===== config.mk =====
export PLATFORM = sky130hd
export DESIGN_NAME = vl_strip_seq
export DESIGN_NICKNAME = d
export VERILOG_FILES = /design/src/rtl/vl_strip_seq.sv
export SDC_FILE = /design/constraint.sdc
export NUM_CORES = 1
export LEC_CHECK = 0
export BUFFER_PORTS_ARGS = -buffer_cell sky130_fd_sc_hd__buf_2
export CAP_MARGIN = 20
export CORE_ASPECT_RATIO = 0.7
export CORE_MARGIN = 4
export CORE_UTILIZATION = 55
export DETAILED_ROUTE_END_ITERATION = 16
export PLACE_DENSITY = 0.78
export SLEW_MARGIN = 20
export SYNTH_ARGS = -nofsm -noshare
export SYNTH_HDL_FRONTEND = slang
export SYNTH_SLANG_ARGS = --single-unit

===== constraint.sdc =====
create_clock -name clk -period 2.89 [get_ports clk]
set_input_delay 0.7225 -clock clk [delete_from_list [all_inputs] [get_ports clk]]
set_output_delay 0.7225 -clock clk [all_outputs]
set_load 0.05 [all_outputs]

===== src/rtl/vl_strip_seq.sv =====
module vl_strip_seq #(
  parameter int MAXVL = 64,
  parameter int LEN_W = 16
) (
  input  logic                         clk,
  input  logic                         rst_n,
  input  logic                         start,
  input  logic [LEN_W-1:0]             total_len,
  output logic                         busy,
  output logic                         chunk_valid,
  input  logic                         chunk_ready,
  output logic [LEN_W-1:0]             chunk_base,
  output logic [$clog2(MAXVL+1)-1:0]   chunk_len,
  output logic                         done
);
  localparam int VL_W = $clog2(MAXVL+1);

  logic             vld_q, done_q;
  logic [LEN_W-1:0] base_q, left_q;
  logic [VL_W-1:0]  len_q;
  logic [LEN_W-1:0] rem;
  logic [VL_W-1:0]  first_len;
  logic [LEN_W-1:0] len_ext;

  assign rem       = total_len % LEN_W'(MAXVL);
  assign first_len = (rem == '0) ? VL_W'(MAXVL) : rem[VL_W-1:0];
  assign len_ext   = LEN_W'(len_q);

  always_ff @(posedge clk) begin
    if (!rst_n) begin
      vld_q  <= 1'b0;
      done_q <= 1'b0;
      base_q <= '0;
      left_q <= '0;
      len_q  <= '0;
    end else begin
      done_q <= 1'b0;
      if (!vld_q) begin
        if (start) begin
          if (total_len == '0) begin
            done_q <= 1'b1;
          end else begin
            vld_q  <= 1'b1;
            base_q <= '0;
            len_q  <= first_len;
            left_q <= total_len;
          end
        end
      end else if (chunk_ready) begin
        if (left_q == len_ext) begin
          vld_q  <= 1'b0;
          done_q <= 1'b1;
        end else begin
          base_q <= base_q + len_ext;
          left_q <= left_q - len_ext;
          len_q  <= VL_W'(MAXVL);
        end
      end
    end
  end

  assign busy        = vld_q;
  assign chunk_valid = vld_q;
  assign chunk_base  = base_q;
  assign chunk_len   = len_q;
  assign done        = done_q;
endmodule


==> results.toml <==
[outcome]
status = "completed"

[clocking]
holdBufCountCts = 0
cts_sinks = 41
clkTransAtPathRegs_ns = 0.09
cts_resized = 0
clk_latency_ns = 0.30
htree_num_levels = 2
postCtsSetupRepairBufs = 0
cts_root_buffer = "clkbuf_8"
clk_path_buf_depth = 2
cts_tree = "built"
cts_buffers = 5

[placed_design]
dpl.hpwl_um = 5050
dp_cells = 412
dp_slack_ns = 0.249
routabilityCongestion = 0.995
io_buffers = 45
placed_cell_area_um2 = 2890

[global_routing]
grt_pass1_wl_um = 11300
top_usage_layer = "met2"
grt_pass1_vias = 2419
met2_usage_pct = 35.8
grt_overflow = 0
use_met3_pct = 4.55
use_met1_pct = 32.7
grt.total_usage_pct = 23.0
grt_start_max_net_pins = 25
antenna_found_initial = 0

[sta]
max_freq_ghz = 0.402
drv_slew = 0
fin_skew_ns = 0.00434
worst-slew-pin-transition_ns = 0.816
slew_headroom_pct = 45.5
whs_ns = 0.482
min_period_ns = 2.49
post-route-period-util_pct = 86.1
finalHoldViolations = 0
timing.final.ws_setup_ns = 0.401
grt_setup_unrepaired = "no"
setup_viol = 0
tns_ns = 0

[power]
power_mw = 1.62
cellLeakagePower_nw = 1.32
seq_power_share_pct = 38.9
power_frac_comb_pct = 31.6
p_int_mw = 1.05
power.density_nw_per_um2 = 540
clock_power_share_pct = 29.5
switchingPower_mw = 0.568
vdd_drop_max_v = 0.000211
power.share.switching_pct = 35.0

[critical_path]
cp_max_fo = 5
path_cells = "ha_1, inv_1, fa_1, nor2b_1, o31ai_1, a21o_1, a221oi_4, nand3_1, mux2_1"
r2r_start = "chunk_len[0]"
worstSetupPathType = "reg2reg"
r2r-end = "chunk_base[14]"
cp-end-kind = "register"
required_ns = 3.08
critPathSlowestCell = "fa_1"
ff2ff_path_depth = 9
reg2reg_slack_ns = 0.40
crit_arrival_ns = 2.68
max_stage_delay_ns = 0.42
cp-start-kind = "register"

[cells_and_area]
final-seq-area_um2 = 821
diodes = 0
multi_input_area_um2 = 1660
area_growth_pct = 13.6
nets = 400
drive_gt1_share_pct = 20.8
final_cell_mix = "buf_2, dfxtp_1, a21oi_1, nor2_1, nand2_1"
fillers = 372
layout_commonest_cell = "buf_2"
final_cells = 420
final_util_pct = 67.1
postLayoutCellArea_um2 = 3000

[run]
drv_cap = 0

[synthesis]
synth.largest_area_cell = "dfxtp_1"
syn_area_um2 = 2650
syn_area_per_cell_um2 = 8.29
seq_area_frac_synth_pct = 31.0
synth_area_leaders = "dfxtp_1, ha_1, a21oi_1, nand2_1, nor2_1"
netlist.area_leader.share_pct = 31.0
syn_nets = 355
yosys_warnings = 0
synth_flop_cell = "dfxtp_1"
async_flop_share_pct = 0
synth.ff_latch_count = 41
synthCells = 319
synth_cell_types = 59
synth_edf_count = 0

[die]
start_util_pct = 59.1
die_h_um = 66.0
dieWidth_um = 90.9
ios = 46
core-area_um2 = 4480
dieArea_um2 = 6000
rows = 20

[detailed_routing]
wl_um = 6830
final_antenna_net_count = 0
via_count = 2568
firstDrtPassIters = 4
drcViolationCount = 0
avgViaCountPerCell = 6.11
drt_iter0_drc = 200
wl_per_cell_um = 16.3

[worst_hold_path]
min_from = "chunk_base[5]"
worstHoldEndpoint = "chunk_base[5]"
hold_class = "reg2reg"
hold_depth = 2
==> registers in the layout (all words and copies together), names as in the netlist <==
register / count
chunk_len: 7
busy: 1
chunk_base: 16
done: 1
left_q: 16
==> metal layers <==
layer	up-vias	share of wire, %	routed length (um)
met1	1200	48	3280
met5	-	0	0
met4	0	1.4	94
li1	1256	-	-
met3	11	7.4	504
met2	101	43	2950
==> cells by family after synthesis <==
| logic type | after synthesis | synth area share (%) |
|---|---|---|
| AND/OR/NAND/NOR | 121 | 23.5 |
| XOR/XNOR | 12 | 3.97 |
| AO/OA/AOI/OAI | 97 | 26.3 |
| flip-flops | 41 | 31.0 |
| adder cells (fa/ha/maj) | 16 | 8.14 |
| multiplexers | 2 | 0.804 |
| buffers and inverters | 30 | 6.29 |
==> worst max-delay path: cells and delay by family (launching register included) <==
kind	cells	cell delay (ns)
DFF	1	0.40
muxes	1	0.31
and+or+nand+nor	2	0.31
AOI/OAI and AO/OA	3	0.70
buffers and inverters	1	0.06
adders and majority gates	2	0.61
==> power groups by stage <==
stage / combinational, mW / sequential, mW / clock [mW]
6_report: 0.512 / 0.631 / 0.478
5_1_grt: 0.558 / 0.637 / 0.504
4_1_cts: 0.504 / 0.630 / 0.478
3_5_place_dp: 0.500 / 0.643 / 0
3_3_place_gp: 0.493 / 0.643 / 0
2_1_floorplan: 0.360 / 0.667 / 0
==> synth_stat cells (all sizes together) (5+ instances only) <==
master   n
dfxtp   41
a21oi   33
nand2   31
nor2    31
nand3   20
ha      14
inv     14
o21ai   13
buf     10
a31oi    9
and3     8
xnor2    8
a21o     7
a221oi   6
clkbuf   6
a22oi    5
nand2b   5
nand3b   5
nor4     5
==> worst max path at each step <==
stage | startpoint | slack (ns) | end
floorplan | chunk_len[1] | 0.25 | left_q[11]
global placement | total_len[13] | 0.32 | left_q[12]
detailed placement | total_len[13] | 0.25 | chunk_base[15]
CTS | chunk_len[0] | 0.41 | chunk_base[14]
global route | chunk_len[0] | 0.22 | chunk_base[14]
finish | chunk_len[0] | 0.40 | chunk_base[14]
==> layout make-up <==
class	count	area share, %
Multi-Input combinational cell	248	55.2
Inverter	14	1.75
Timing Repair Buffer	54	9.75
Clock buffer	6	2.42
Tap cell	55	2.29
Sequential cell	41	27.3
Clock inverter	2	1.29
No activity file was read; power rests on OpenSTA's default activity.
